$ cat src/rtl/oal_pkg.sv
// Package: shared types for the oversampled link aligner.
// Assumes: nothing; holds only the alignment state encoding.
package oal_pkg;

    typedef enum logic [1:0] {
        ST_SEARCH  = 2'd0,
        ST_CONFIRM = 2'd1,
        ST_LOCKED  = 2'd2
    } oal_state_e;

endpackage

$ cat src/rtl/oal_phase_score.sv
// Module: oal_phase_score
// Treats each sample phase as its own bit stream. It flags the phases whose
// last SYNC_W bits equal the sync word, both now and one cycle earlier, and
// keeps a two-deep history of the raw samples for the selected-stream tap.
// Assumes: one bit period per input word, sample 0 earliest.
module oal_phase_score #(
    parameter int                OVS      = 4,
    parameter int                SYNC_W   = 16,
    parameter logic [SYNC_W-1:0] SYNC_PAT = 16'hFE6B
) (
    input  logic           clk,
    input  logic           rst_n,
    input  logic [OVS-1:0] samples,
    output logic [OVS-1:0] hit_now,
    output logic [OVS-1:0] hit_prev,
    output logic [OVS-1:0] samp_d1,
    output logic [OVS-1:0] samp_d2
);

    genvar p;
    generate
        for (p = 0; p < OVS; p++) begin : g_phase
            logic [SYNC_W-1:0] hist_q;

            // Shift this phase's samples into its own history register.
            always_ff @(posedge clk) begin
                if (!rst_n) hist_q <= '0;
                else        hist_q <= {hist_q[SYNC_W-2:0], samples[p]};
            end

            assign hit_now[p] = (hist_q == SYNC_PAT);
        end
    endgenerate

    // Delay the hit flags and raw samples for the two-cycle detection window.
    always_ff @(posedge clk) begin
        if (!rst_n) begin
            hit_prev <= '0;
            samp_d1  <= '0;
            samp_d2  <= '0;
        end else begin
            hit_prev <= hit_now;
            samp_d1  <= samples;
            samp_d2  <= samp_d1;
        end
    end

endmodule

$ cat src/rtl/oal_phase_pick.sv
// Module: oal_phase_pick
// Finds the widest circular run of set bits in the phase mask and returns
// its centre. Ties go to the lowest start index.
// Assumes: purely combinational, OVS small.
module oal_phase_pick #(
    parameter int OVS  = 4,
    parameter int PH_W = 2
) (
    input  logic [OVS-1:0]  good_mask,
    output logic [PH_W-1:0] centre
);

    // Search run lengths from longest to shortest; first full run wins.
    always_comb begin
        logic found;
        logic ok;
        found  = 1'b0;
        centre = '0;
        for (int len = OVS; len >= 1; len--) begin
            for (int s = 0; s < OVS; s++) begin
                ok = 1'b1;
                for (int i = 0; i < len; i++) begin
                    if (!good_mask[(s + i) % OVS]) ok = 1'b0;
                end
                if (ok && !found) begin
                    found  = 1'b1;
                    centre = PH_W'((s + (len - 1) / 2) % OVS);
                end
            end
        end
    end

endmodule

$ cat src/rtl/oal_frame_track.sv
// Module: oal_frame_track
// Runs the search/confirm/lock sequence, follows the chosen phase with a
// bit counter over a whole packet, checks the sync word at each expected
// slot, and assembles payload words.
// Assumes: packet = SYNC_W sync bits then PAY_WORDS words of WORD_W bits,
// WORD_W <= SYNC_W, LOCK_HITS >= 2, DROP_MISSES >= 1.
module oal_frame_track
    import oal_pkg::*;
#(
    parameter int                OVS         = 4,
    parameter int                PH_W        = 2,
    parameter int                SYNC_W      = 16,
    parameter logic [SYNC_W-1:0] SYNC_PAT    = 16'hFE6B,
    parameter int                WORD_W      = 16,
    parameter int                PAY_WORDS   = 4,
    parameter int                LOCK_HITS   = 3,
    parameter int                DROP_MISSES = 2
) (
    input  logic              clk,
    input  logic              rst_n,
    input  logic [OVS-1:0]    hit_prev,
    input  logic [OVS-1:0]    samp_d1,
    input  logic [OVS-1:0]    samp_d2,
    input  logic [PH_W-1:0]   pick,
    output logic [WORD_W-1:0] o_data,
    output logic              o_valid,
    output logic              o_sop,
    output logic [PH_W-1:0]   o_phase,
    output logic              locked,
    output logic              confirming
);

    localparam int PAY_BITS = WORD_W * PAY_WORDS;
    localparam int PKT_BITS = PAY_BITS + SYNC_W;
    localparam int POS_W    = $clog2(PKT_BITS);
    localparam int CONF_W   = $clog2(LOCK_HITS + 1);
    localparam int MISS_W   = $clog2(DROP_MISSES + 1);

    oal_state_e        state_q;
    logic [PH_W-1:0]   phase_q;
    logic              late_tap_q;
    logic [POS_W-1:0]  pos_q;
    logic [CONF_W-1:0] conf_q;
    logic [MISS_W-1:0] miss_q;
    logic [SYNC_W-1:0] win_q;

    logic              sel_bit;
    logic [SYNC_W-1:0] win_next;
    logic              sync_ok;
    logic              at_end;
    logic              word_end;
    logic              first_word;

    assign sel_bit    = late_tap_q ? samp_d2[phase_q] : samp_d1[phase_q];
    assign win_next   = {win_q[SYNC_W-2:0], sel_bit};
    assign sync_ok    = (win_next == SYNC_PAT);
    assign at_end     = (pos_q == POS_W'(PKT_BITS - 1));
    assign word_end   = (int'(pos_q) < PAY_BITS) && ((int'(pos_q) % WORD_W) == WORD_W - 1);
    assign first_word = (pos_q == POS_W'(WORD_W - 1));

    assign locked     = (state_q == ST_LOCKED);
    assign confirming = (state_q == ST_CONFIRM);
    assign o_phase    = phase_q;

    // Alignment state machine: pick the phase, confirm the spacing, guard the lock.
    always_ff @(posedge clk) begin
        if (!rst_n) begin
            state_q    <= ST_SEARCH;
            phase_q    <= '0;
            late_tap_q <= 1'b0;
            pos_q      <= '0;
            conf_q     <= '0;
            miss_q     <= '0;
        end else begin
            case (state_q)
                ST_SEARCH: begin
                    if (|hit_prev) begin
                        phase_q    <= pick;
                        late_tap_q <= hit_prev[pick];
                        pos_q      <= '0;
                        conf_q     <= CONF_W'(1);
                        miss_q     <= '0;
                        state_q    <= ST_CONFIRM;
                    end
                end
                ST_CONFIRM: begin
                    pos_q <= at_end ? '0 : pos_q + 1'b1;
                    if (at_end) begin
                        if (!sync_ok) begin
                            state_q <= ST_SEARCH;
                        end else if (conf_q + 1'b1 == CONF_W'(LOCK_HITS)) begin
                            state_q <= ST_LOCKED;
                            miss_q  <= '0;
                        end else begin
                            conf_q <= conf_q + 1'b1;
                        end
                    end
                end
                ST_LOCKED: begin
                    pos_q <= at_end ? '0 : pos_q + 1'b1;
                    if (at_end) begin
                        if (sync_ok) begin
                            miss_q <= '0;
                        end else if (miss_q + 1'b1 == MISS_W'(DROP_MISSES)) begin
                            state_q <= ST_SEARCH;
                        end else begin
                            miss_q <= miss_q + 1'b1;
                        end
                    end
                end
                default: state_q <= ST_SEARCH;
            endcase
        end
    end

    // Shift the selected stream into the sync/word window.
    always_ff @(posedge clk) begin
        if (!rst_n) win_q <= '0;
        else        win_q <= win_next;
    end

    // Register finished payload words and their strobes.
    always_ff @(posedge clk) begin
        if (!rst_n) begin
            o_data  <= '0;
            o_valid <= 1'b0;
            o_sop   <= 1'b0;
        end else begin
            o_valid <= locked && word_end;
            o_sop   <= locked && first_word;
            if (locked && word_end) o_data <= win_next[WORD_W-1:0];
        end
    end

endmodule

$ cat src/rtl/oal_link_aligner.sv
// Module: oal_link_aligner (top)
// Aligns one oversampled serial channel: scores the sample phases on the
// sync word, picks the centre phase, tracks packets and emits payload words.
// Assumes: the deserializer delivers OVS samples of one bit per clock and
// the link delay stays fixed while locked.
module oal_link_aligner #(
    parameter int                OVS         = 4,
    parameter int                SYNC_W      = 16,
    parameter logic [SYNC_W-1:0] SYNC_PAT    = 16'hFE6B,
    parameter int                WORD_W      = 16,
    parameter int                PAY_WORDS   = 4,
    parameter int                LOCK_HITS   = 3,
    parameter int                DROP_MISSES = 2
) (
    input  logic                       clk,
    input  logic                       rst_n,
    input  logic [OVS-1:0]             i_samples,
    output logic [WORD_W-1:0]          o_data,
    output logic                       o_valid,
    output logic                       o_sop,
    output logic [$clog2(OVS)-1:0]     o_phase
);

    localparam int PH_W = $clog2(OVS);

    logic [OVS-1:0]  hit_now;
    logic [OVS-1:0]  hit_prev;
    logic [OVS-1:0]  samp_d1;
    logic [OVS-1:0]  samp_d2;
    logic [PH_W-1:0] pick;
    logic            trk_locked;
    logic            trk_confirm;

    oal_phase_score #(
        .OVS(OVS), .SYNC_W(SYNC_W), .SYNC_PAT(SYNC_PAT)
    ) u_score (
        .clk(clk), .rst_n(rst_n), .samples(i_samples),
        .hit_now(hit_now), .hit_prev(hit_prev),
        .samp_d1(samp_d1), .samp_d2(samp_d2)
    );

    oal_phase_pick #(
        .OVS(OVS), .PH_W(PH_W)
    ) u_pick (
        .good_mask(hit_now | hit_prev), .centre(pick)
    );

    oal_frame_track #(
        .OVS(OVS), .PH_W(PH_W), .SYNC_W(SYNC_W), .SYNC_PAT(SYNC_PAT),
        .WORD_W(WORD_W), .PAY_WORDS(PAY_WORDS),
        .LOCK_HITS(LOCK_HITS), .DROP_MISSES(DROP_MISSES)
    ) u_track (
        .clk(clk), .rst_n(rst_n), .hit_prev(hit_prev),
        .samp_d1(samp_d1), .samp_d2(samp_d2), .pick(pick),
        .o_data(o_data), .o_valid(o_valid), .o_sop(o_sop), .o_phase(o_phase),
        .locked(trk_locked), .confirming(trk_confirm)
    );

endmodule

$ cat config.mk
export PLATFORM = sky130hd
export DESIGN_NAME = oal_link_aligner
export DESIGN_NICKNAME = d
export VERILOG_FILES = /design/src/rtl/oal_pkg.sv /design/src/rtl/oal_phase_score.sv /design/src/rtl/oal_phase_pick.sv /design/src/rtl/oal_frame_track.sv /design/src/rtl/oal_link_aligner.sv
export SDC_FILE = /design/constraint.sdc
export NUM_CORES = 1
export LEC_CHECK = 0
export ABC_AREA = 0
export CAP_MARGIN = 20
export CORE_MARGIN = 5
export CORE_UTILIZATION = 25
export CTS_CLUSTER_DIAMETER = 80
export DETAILED_ROUTE_END_ITERATION = 10
export MAX_ROUTING_LAYER = met4
export PLACE_DENSITY = 0.44
export REMOVE_ABC_BUFFERS = 1
export SLEW_MARGIN = 10
export SYNTH_ARGS = -nofsm -noshare
export SYNTH_HDL_FRONTEND = slang
export SYNTH_SLANG_ARGS = --single-unit
$ cat constraint.sdc
create_clock -name clk -period 2.5 [get_ports clk]
set_input_delay 0.25 -clock clk [delete_from_list [all_inputs] [get_ports clk]]
set_output_delay 0.25 -clock clk [all_outputs]
set_load 0.01 [all_outputs]
==> flow_summary_export.csv, run 1 <==
group,metric,value,unit
worst_hold_path,min_from,"rst_n",
worst_hold_path,holdPathEnd,"u_track.pos_q[2]$_SDFFE_PN0P_",
cts,path_clk_slew,0.05,ns
cts,cts-root-buf,"clkbuf_16",
cts,post_cts_buffers,0,
setup_path,endpoint_kind,"register",
setup_path,crit_type,"register to register",
setup_path,crit_path_start_kind,"register",
global_route,grt-ovfl-total,0,
global_route,antenna_found_initial,0,
setup_path,worstPathCellList,"ha_1 > nand3_1 > nor2_1 > a22oi_1 > or4b_1 > a21oi_1",
synthesis,yosys.area.top_type,"dfxtp_1",
setup_path,r2r_cells,6,
placement,place_hpwl,5.69,mm
timing,maxSlewHeadroom,0.524,
setup_path,path_max_fanout,8,
cells_and_area,layoutNonFillerInstCount,682,
cts,ctsHoldBuffers,0,
timing,setup_slack,0.443,ns
setup_path,cpPeakStageDelay,0.52,ns
setup_path,critPathTopFamily,"simple AND/OR/NAND/NOR gates",
placement,dpl.cell_count,651,
setup_path,timing.reg2reg.setup_slack,0.44,ns
worst_hold_path,min_path_cells,4,
timing,period_share,0.823,
floorplanning,start_util,0.254,
floorplanning,dieArea,0.0195,sq mm
cts,ctsResizeCount,0,
cells_and_area,final_area,0.00535,sq mm
setup_path,crit_path_top_delay_cell,"or4b_1",
timing,worstMarginPinSlew,0.705,ns
power_and_ir_drop,power.density,886,mW/mm^2
placement,io_buffers,25,
floorplanning,core,0.0166,sq mm
setup_path,r2r_end,"u_track.miss_q[0]$_SDFFE_PN0P_",
synthesis,synthCells,418,
floorplanning,die_y,140,um
global_route,grt_pass1_wl,14.6,mm
synthesis,synth_top_area_frac,0.556,
cts,cts_tree,"built",
timing,slew_viol_final,0,
timing,rsz0062_at_grt,"false",
cts,cts_buffers,17,
global_route,grt_pass1_vias,2981,
cells_and_area,syn_to_final_growth,26.9,%
power_and_ir_drop,max-vdd-ir-drop,0.000488,V
flow_run,cap_violations,0,
timing,period_minus_slack,2.06,ns
floorplanning,die_w,140,um
cells_and_area,final_util,0.322,
synthesis,ys_warn_count,0,
timing,max_freq,486,MHz
placement,place.gp.congestion,0.765,
routing,drc,0,
routing,wl_per_cell,12.4,um
synthesis,async_reset_ff_frac,0,
routing,drt_wl_total,8.44,mm
timing,finalSetupTns,0,ns
synthesis,yosysUniqueCellTypes,50,
cts,clock_latency,0.40,ns
cells_and_area,nets,463,
setup_path,r2r_start,"u_track.pos_q[1]$_SDFFE_PN0P_",
setup_path,path_buf_inv,0,
cts,clock_path_buffers,2,
worst_hold_path,hp-class,"input port to register",
routing,vias_per_cell,4.33,
synthesis,ys.flop_type,"dfxtp_1",
power_and_ir_drop,p_leak,1.96,nW
synthesis,synth_edf_count,0,
synthesis,yosys-top-cells-area,"dfxtp_1 56%, and2_1 12%, nand2_1 3.6%",
synthesis,synthesis.area,0.00421,sq mm
cells_and_area,n_antenna_cell,0,
outcome,status,"finished, final reports clean",
synthesis,yosysSeqAreaShare,0.556,
timing,setup_violations,0,
setup_path,worstPathRequired,2.83,ns
routing,drtPass1Iterations,4,
floorplanning,num_rows,47,
cts,clock_sinks,117,
cells_and_area,drive_gt1_frac,0.0866,
timing,finClkSkew,0.00597,ns
timing,hold_viol,0,
setup_path,worst_ep_arrival_time,2.38,ns
synthesis,ys_ff_latch,117,
placement,placed_area,0.00471,sq mm
routing,vias,2954,
routing,ant_nets,0,
cts,ctsHtreeMaxLevel,4,
placement,dpl_worst_slack,0.448,ns
routing,drt-initial-drc-count,121,
floorplanning,ios,26,
synthesis,syn_area_per_cell,10.1,sq um
global_route,grt_usage,0.0948,
global_route,grt_start_max_net_pins,46,
-- cell usage in the layout, fill, tap and decap left out, drive strengths merged, types with 2 or more instances in the layout --
master / netlist / layout
dfxtp: 117 / 117
and2: 83 / 83
nand2: 40 / 40
clkbuf: 17 / 25
a21oi: 24 / 24
clkdlybuf4s50: 0 / 24
nor2: 17 / 17
inv: 12 / 12
o21ai: 9 / 9
nand4b: 8 / 8
nor4: 7 / 7
nand4: 7 / 7
ha: 7 / 7
buf: 0 / 6
nand3: 5 / 5
nor3: 5 / 5
xnor2: 4 / 4
nand4bb: 4 / 4
o41ai: 4 / 4
or4: 3 / 3
bufinv: 0 / 3
and3: 2 / 2
a32oi: 2 / 2
or3: 2 / 2
o41a: 2 / 2
and4b: 2 / 2
nand2b: 2 / 2
a22oi: 2 / 2
mux4: 2 / 2
o21a: 2 / 2
or4b: 2 / 2
a211oi: 2 / 2
o211ai: 2 / 2
mux2: 2 / 2
clkinvlp: 0 / 2
mux2i: 2 / 2
-- worst reg2reg max path, delay by kind of cell (launching register included) --
kind / cells / cell delay (ns)
AO/OA/AOI/OAI: 2 / 0.33
AND/OR/NAND/NOR: 3 / 1.10
adder cells (fa/ha/maj): 1 / 0.18
flip-flops: 1 / 0.37
-- state kept, by name, summed over array words and instances (netlist names), 3 cells and up --
signal                  count
u_score.hit_prev            4
u_score.g_phase.hist_q     58
u_score.samp_d1             3
u_score.samp_d2             3
u_track.win_q              15
u_track.o_data             16
u_track.pos_q               7
-- how the worst max path moves through the flow --
stage	depth (start not counted)	slack, ns	startpoint	endpoint
global placement	5	0.49	u_track.o_phase[0]$_SDFFE_PN0P_	u_track.miss_q[0]$_SDFFE_PN0P_
detailed placement	5	0.45	u_track.o_phase[0]$_SDFFE_PN0P_	u_track.miss_q[0]$_SDFFE_PN0P_
global route	6	0.26	u_track.pos_q[0]$_SDFFE_PN0P_	u_track.miss_q[0]$_SDFFE_PN0P_
finish	6	0.44	u_track.pos_q[1]$_SDFFE_PN0P_	u_track.miss_q[0]$_SDFFE_PN0P_
floorplan	5	0.51	u_track.o_phase[0]$_SDFFE_PN0P_	u_track.miss_q[0]$_SDFFE_PN0P_
CTS	5	0.44	u_track.o_phase[0]$_SDFFE_PN0P_	u_track.state_q[0]$_SDFFE_PN0P_
-- where the power goes --
part | internal, W | switching [W] | leakage [nW] | total [W]
combinational | 0.0000898 | 0.000148 | 0.705 | 0.000238
clock | 0.00175 | 0.000830 | 0.308 | 0.00258
sequential | 0.00190 | 0.0000218 | 0.945 | 0.00192
total | 0.00374 | 0.00100 | 1.96 | 0.00474
-- cells by family after synthesis --
family / share of synthesized area
flip-flops: 0.556
AO/OA/AOI/OAI: 0.0959
multiplexers: 0.0255
buffers and inverters: 0.0258
XOR/XNOR: 0.00832
adder cells (fa/ha/maj): 0.0208
AND/OR/NAND/NOR: 0.268
-- metal layers --
metal / global-route usage / up-vias / routed length, um
li1: - / 1518 / -
met1: 0.119 / 1362 / 4260
met2: 0.140 / 67 / 3620
met3: 0.0333 / 7 / 427
met4: 0.0367 / 0 / 136
met5: - / - / 0
-- cell type report --
cell class / count / area [sq um]
multi-input combinational: 272 / 1760
timing repair buffer: 30 / 283
clock inverter: 6 / 114
tap: 220 / 275
inverter: 12 / 45.0
clock buffer: 25 / 526
sequential: 117 / 2340
fill: 1727 / 11200
-- synth_stat cells (3+ instances only) --
master / instances
and2_1: 83
a21oi_1: 24
nand4bb_1: 4
nor2_1: 17
nand4_1: 7
nand4b_1: 8
dfxtp_1: 117
o41ai_1: 4
clkbuf_1: 17
nor3_1: 5
xnor2_1: 4
ha_1: 7
or4_1: 3
o21ai_0: 9
nand3_1: 5
nor4_1: 7
nand2_1: 40
inv_1: 12
-- metrics by stage --
| step | hold WS [ns] | total power (W) |
|---|---|---|
| after floorplan | 0.372 | 0.00212 |
| after global routing | 0.409 | 0.00492 |
| final | 0.422 | 0.00474 |
| after detailed placement | 0.430 | 0.00219 |
| after global placement | 0.427 | 0.00219 |
| after CTS | 0.408 | 0.00479 |
Note: power is estimated with default switching activity, not from simulation.
==> run 2, diff against run 1 <==
--- a/config.mk
+++ b/config.mk
@@ -12,7 +12,7 @@
 export CTS_CLUSTER_DIAMETER = 80
 export DETAILED_ROUTE_END_ITERATION = 10
 export MAX_ROUTING_LAYER = met4
-export PLACE_DENSITY = 0.44
+export PLACE_DENSITY = 0.46
 export REMOVE_ABC_BUFFERS = 1
 export SLEW_MARGIN = 10
 export SYNTH_ARGS = -nofsm -noshare
==> constraint.sdc (replaced) <==
create_clock -name clk -period 1.75 [get_ports clk]
set_input_delay 0.175 -clock clk [delete_from_list [all_inputs] [get_ports clk]]
set_output_delay 0.175 -clock clk [all_outputs]
set_load 0.01 [all_outputs]
==> flow_summary_export.csv, run 2 (same netlist as run 1, synthesis figures left out) <==
group,metric,value,unit
outcome,status,"finished, violations left",
outcome,violations,"negative setup slack",
timing,max_freq,521,MHz
routing,drt-initial-drc-count,169,
global_route,grt_start_max_net_pins,46,
timing,rsz0062_at_grt,"true",
power_and_ir_drop,combPwrFrac,0.076,
setup_path,timing.reg2reg.setup_slack,-0.17,ns
setup_path,worst_ep_arrival_time,2.26,ns
placement,io_buffers,25,
routing,vias,3182,
cts,clock_path_buffers,2,
placement,dpl.cell_count,706,
placement,placed_area,0.00514,sq mm
cells_and_area,regMostFlops,"u_score.g_phase.hist_q",
cts,clock_latency,0.41,ns
cts,ctsHtreeMaxLevel,4,
setup_path,r2r_cells,5,
cells_and_area,largest_reg_flops,58,
setup_path,crit_path_start_kind,"register",
floorplanning,start_util,0.254,
global_route,grt-ovfl-total,0,
timing,maxSlewHeadroom,0.721,
power_and_ir_drop,p_int,0.00524,W
routing,drc,0,
routing,wl_met2,4.09,mm
routing,ant_nets,0,
floorplanning,die_w,140,um
timing,worstMarginPinSlew,0.417,ns
setup_path,worstPathRequired,2.09,ns
routing,wl_per_cell,12.0,um
timing,finClkSkew,0.0108,ns
cells_and_area,nets,521,
global_route,grt_usage,0.0994,
timing,finalSetupTns,-0.440,ns
routing,wl_met1,4.27,mm
setup_path,cpPeakStageDelay,0.55,ns
placement,dpl_worst_slack,-0.335,ns
global_route,grt_pass1_vias,3282,
worst_hold_path,hp-class,"input port to register",
cts,cts_tree,"built",
timing,hold_viol,0,
cells_and_area,n_antenna_cell,0,
placement,place_hpwl,6.16,mm
floorplanning,ios,26,
cts,cts_buffers,17,
setup_path,path_max_fanout,4,
cells_and_area,layoutNonFillerInstCount,740,
power_and_ir_drop,clkPwrFrac,0.523,
timing,slew_viol_final,0,
timing,period_share,1.10,
setup_path,crit_path_top_delay_cell,"mux4_2",
cells_and_area,final_area,0.00587,sq mm
floorplanning,core,0.0166,sq mm
routing,vias_per_cell,4.30,
timing,period_minus_slack,1.92,ns
cts,cts-root-buf,"clkbuf_16",
setup_path,r2r_end,"u_track.state_q[0]$_SDFFE_PN0P_",
power_and_ir_drop,p_leak,2.26,nW
floorplanning,die_y,140,um
cells_and_area,drive_gt1_frac,0.235,
routing,top_layer_used,"met4",
power_and_ir_drop,seq_power_share,0.401,
cts,clock_sinks,117,
global_route,grt_pass1_wl,15.4,mm
worst_hold_path,min_from,"rst_n",
floorplanning,num_rows,47,
power_and_ir_drop,power.density,1160,mW/mm^2
cells_and_area,final_cell_mix,"115 x dfxtp_1, 83 x and2_1, 61 x buf_4",
cts,ctsHoldBuffers,0,
global_route,antenna_found_initial,0,
routing,dr_wl_met3,351,um
setup_path,r2r_start,"u_track.o_phase[0]$_SDFFE_PN0P_",
power_and_ir_drop,power.switching,0.00156,W
cells_and_area,final_util,0.354,
power_and_ir_drop,switching_share,0.229,
setup_path,worstPathCellList,"mux4_2 > mux2i_4 > nor3_2 > or4b_1 > a21oi_2",
routing,drtPass1Iterations,4,
cts,path_clk_slew,0.06,ns
routing,drt_wl_total,8.86,mm
setup_path,endpoint_kind,"register",
floorplanning,dieArea,0.0195,sq mm
timing,setup_violations,5,
setup_path,crit_type,"register to register",
timing,setup_slack,-0.169,ns
cells_and_area,syn_to_final_growth,39.4,%
worst_hold_path,min_path_cells,2,
worst_hold_path,holdPathEnd,"u_track.state_q[1]$_SDFFE_PN0P_",
placement,place.gp.congestion,0.793,
power_and_ir_drop,max-vdd-ir-drop,0.000633,V
cells_and_area,mostFrequentLayoutCell,"dfxtp_1",
flow_run,cap_violations,0,
cells_and_area,reg_top3,"u_score.g_phase.hist_q: 58 flops, u_track.o_data: 16 flops, u_track.win_q: 15 flops",
run 2: cell types whose count changed in the layout (fill, tap and decap cells not counted), sizes merged:
cell,delta
clkbuf,-7
buf,+58
clkinvlp,+2
inv,+4
clkinv,+1
run 2: how the worst max path moves through the flow:
stage                               startpoint                              end  slack (ns)  depth (start not counted)
2_1_floorplan  u_track.o_phase[0]$_SDFFE_PN0P_   u_track.miss_q[0]$_SDFFE_PN0P_       -0.24                          5
3_3_place_gp   u_track.o_phase[0]$_SDFFE_PN0P_   u_track.miss_q[0]$_SDFFE_PN0P_       -0.26                          5
3_5_place_dp   u_track.o_phase[0]$_SDFFE_PN0P_   u_track.miss_q[0]$_SDFFE_PN0P_       -0.33                          5
4_1_cts        u_track.o_phase[0]$_SDFFE_PN0P_  u_track.state_q[0]$_SDFFE_PN0P_       -0.15                          5
5_1_grt        u_track.o_phase[0]$_SDFFE_PN0P_   u_track.miss_q[0]$_SDFFE_PN0P_       -0.21                          5
6_report       u_track.o_phase[0]$_SDFFE_PN0P_  u_track.state_q[0]$_SDFFE_PN0P_       -0.17                          5
run 2: critical path: cells and delay by family (launching register included):
family,cells,cell delay (ns)
DFF,1,0.37
AOI/OAI and AO/OA,1,0.13
muxes,2,0.78
and+or+nand+nor,2,0.58
run 2: area by class of cell:
class | count | area (sq um)
multi-input combinational | 272 | 1850
clock buffer | 18 | 439
tap | 220 | 275
fill | 1714 | 10700
clock inverter | 13 | 173
timing repair buffer | 88 | 743
inverter | 12 | 45.0
sequential | 117 | 2350
run 2: what timing repair did:
item,in CTS,in global routing
endpoints found under the setup margin,10,25
pin swaps,5,4
buffers inserted,1,2
resized for setup,9,20
run 2: through the flow:
stage          total power (W)  hold slack (ns)
6_report               0.00680            0.113
5_1_grt                0.00707            0.110
4_1_cts                0.00689            0.103
3_5_place_dp           0.00328            0.432
3_3_place_gp           0.00328            0.427
2_1_floorplan          0.00302            0.297
run 2: power by group through the flow:
stage | registers, W | logic (W) | clock network [W]
floorplan | 0.00278 | 0.000237 | 0
global placement | 0.00279 | 0.000490 | 0
detailed placement | 0.00279 | 0.000492 | 0
CTS | 0.00273 | 0.000500 | 0.00366
global route | 0.00273 | 0.000578 | 0.00376
finish | 0.00273 | 0.000517 | 0.00356
run 2: layer usage:
layer | track usage | up-vias
met3 | 0.0350 | 11
met4 | 0.0382 | 0
li1 | - | 1634
met2 | 0.154 | 47
met1 | 0.119 | 1490
met5 | - | -
==> run 3, diff against run 2 <==
--- a/config.mk
+++ b/config.mk
@@ -6,13 +6,13 @@
 export NUM_CORES = 1
 export LEC_CHECK = 0
 export ABC_AREA = 0
-export CAP_MARGIN = 20
+export CAP_MARGIN = 5
 export CORE_MARGIN = 5
 export CORE_UTILIZATION = 25
 export CTS_CLUSTER_DIAMETER = 80
 export DETAILED_ROUTE_END_ITERATION = 10
 export MAX_ROUTING_LAYER = met4
-export PLACE_DENSITY = 0.46
+export PLACE_DENSITY = 0.49
 export REMOVE_ABC_BUFFERS = 1
 export SLEW_MARGIN = 10
 export SYNTH_ARGS = -nofsm -noshare
==> flow_summary_export.csv, run 3 (same netlist as run 1, synthesis figures left out) <==
group,metric,value,unit
timing,slew_viol_final,0,
setup_path,timing.reg2reg.setup_slack,-0.16,ns
setup_path,worst_ep_arrival_time,2.24,ns
floorplanning,start_util,0.254,
outcome,violations,"negative setup slack",
floorplanning,core,0.0166,sq mm
setup_path,r2r_start,"u_track.o_phase[0]$_SDFFE_PN0P_",
floorplanning,num_rows,47,
setup_path,crit_path_start_kind,"register",
cts,clock_sinks,117,
placement,place.gp.congestion,0.769,
cells_and_area,mostFrequentLayoutCell,"dfxtp_1",
timing,hold_viol,0,
global_route,grt_pass1_vias,3286,
setup_path,crit_path_top_delay_cell,"mux4_2",
global_route,grt_pass1_wl,15.2,mm
cts,clock_latency,0.41,ns
flow_run,cap_violations,0,
timing,setup_slack,-0.160,ns
outcome,status,"finished, violations left",
cells_and_area,layoutNonFillerInstCount,741,
power_and_ir_drop,total_power,0.00696,W
cells_and_area,reg_top3,"u_score.g_phase.hist_q: 58 flops, u_track.o_data: 16 flops, u_track.win_q: 15 flops",
cells_and_area,syn_to_final_growth,42.2,%
placement,dpl.cell_count,704,
setup_path,r2r_end,"u_track.state_q[0]$_SDFFE_PN0P_",
cts,path_clk_slew,0.05,ns
setup_path,worstPathRequired,2.08,ns
worst_hold_path,hp-class,"input port to register",
setup_path,path_max_fanout,3,
worst_hold_path,holdPathEnd,"u_score.hit_prev[1]$_SDFF_PN0_",
cells_and_area,nFillCells,1668,
cells_and_area,nets,522,
cells_and_area,drive_gt1_frac,0.250,
floorplanning,dieArea,0.0195,sq mm
worst_hold_path,min_from,"rst_n",
global_route,grt_usage,0.0983,
power_and_ir_drop,power.density,1160,mW/mm^2
routing,drt-initial-drc-count,114,
routing,ant_nets,0,
setup_path,path_buf_inv,0,
timing,finClkSkew,0.0117,ns
placement,place_hpwl,6.19,mm
setup_path,endpoint_kind,"register",
power_and_ir_drop,max-vdd-ir-drop,0.000701,V
cells_and_area,multi_input_area,0.00194,sq mm
timing,period_share,1.09,
floorplanning,ios,26,
timing,max_freq,524,MHz
cts,ctsHoldBuffers,0,
cts,ctsHtreeMaxLevel,4,
routing,drtPass1Iterations,4,
setup_path,cpPeakStageDelay,0.54,ns
timing,period_minus_slack,1.91,ns
setup_path,r2r_cells,5,
timing,maxSlewHeadroom,0.774,
cells_and_area,regMostFlops,"u_score.g_phase.hist_q",
routing,vias,3222,
routing,vias_per_cell,4.35,
cts,cts_tree,"built",
setup_path,critPathTopFamily,"multiplexers",
placement,dpl_worst_slack,-0.242,ns
cells_and_area,seqCellArea,0.00235,sq mm
cells_and_area,n_antenna_cell,0,
routing,drt_wl_total,8.83,mm
placement,placed_area,0.00512,sq mm
global_route,grt-ovfl-total,0,
cts,cts-root-buf,"clkbuf_16",
routing,drc,0,
routing,wl_per_cell,11.9,um
placement,io_buffers,25,
timing,worstMarginPinSlew,0.336,ns
floorplanning,die_y,140,um
setup_path,crit_type,"register to register",
cts,cts_buffers,17,
timing,setup_violations,6,
cts,clock_path_buffers,2,
timing,rsz0062_at_grt,"true",
worst_hold_path,min_path_cells,2,
cells_and_area,final_util,0.361,
global_route,grt_start_max_net_pins,46,
cells_and_area,final_area,0.00599,sq mm
power_and_ir_drop,p_leak,2.30,nW
setup_path,worstPathCellList,"mux4_2 > mux2i_4 > nor3_2 > or4b_1 > a21oi_2",
floorplanning,die_w,140,um
cells_and_area,final_cell_mix,"114 x dfxtp_1, 83 x and2_1, 63 x buf_4",
global_route,antenna_found_initial,0,
cells_and_area,largest_reg_flops,58,
==> run 3: how the worst max path moves through the flow <==
| stage | start | end | slack [ns] | depth (start not counted) |
|---|---|---|---|---|
| 2_1_floorplan | u_track.o_phase[0]$_SDFFE_PN0P_ | u_track.miss_q[0]$_SDFFE_PN0P_ | -0.24 | 5 |
| 3_3_place_gp | u_track.o_phase[0]$_SDFFE_PN0P_ | u_track.miss_q[0]$_SDFFE_PN0P_ | -0.22 | 5 |
| 3_5_place_dp | u_track.o_phase[0]$_SDFFE_PN0P_ | u_track.miss_q[0]$_SDFFE_PN0P_ | -0.24 | 5 |
| 4_1_cts | u_track.o_phase[0]$_SDFFE_PN0P_ | u_track.state_q[0]$_SDFFE_PN0P_ | -0.13 | 5 |
| 5_1_grt | u_track.o_phase[0]$_SDFFE_PN0P_ | u_track.state_q[0]$_SDFFE_PN0P_ | -0.22 | 5 |
| 6_report | u_track.o_phase[0]$_SDFFE_PN0P_ | u_track.state_q[0]$_SDFFE_PN0P_ | -0.16 | 5 |
==> run 3: timing repair <==
item                                   CTS  global route
pin swaps                               13            14
setup buffers                            1             5
endpoints found under the hold margin    0             0
resized for setup                       12            32
setup endpoints to repair                7            28
==> run 3: stage by stage <==
stage	TNS, ns	hold slack, ns
after CTS	-0.383	0.102
after global placement	-0.834	0.428
after detailed placement	-1.08	0.435
final	-0.455	0.113
after floorplan	-3.69	0.297
after global routing	-1.06	0.103
==> run 3: power breakdown <==
group,switching [W],leakage (nW),internal (W)
Clock,0.00119,0.310,0.00256
Combinational,0.000260,1.05,0.000216
Sequential,0.0000272,0.947,0.00271
==> run 3: final cells by class <==
cell class / count / share of cell area
Sequential cell: 117 / 0.392
Multi-Input combinational cell: 272 / 0.324
Timing Repair Buffer: 89 / 0.123
Clock buffer: 19 / 0.0740
Tap cell: 220 / 0.0460
Clock inverter: 12 / 0.0336
Inverter: 12 / 0.00752
==> run 3: routing by layer <==
metal  GRT usage  routed length [um]  up-vias
met3      0.0350                 368       16
met5           -                   0        -
met4      0.0418                 157        0
li1            -                   -     1639
met2       0.148                4010       57
met1       0.119                4290     1510
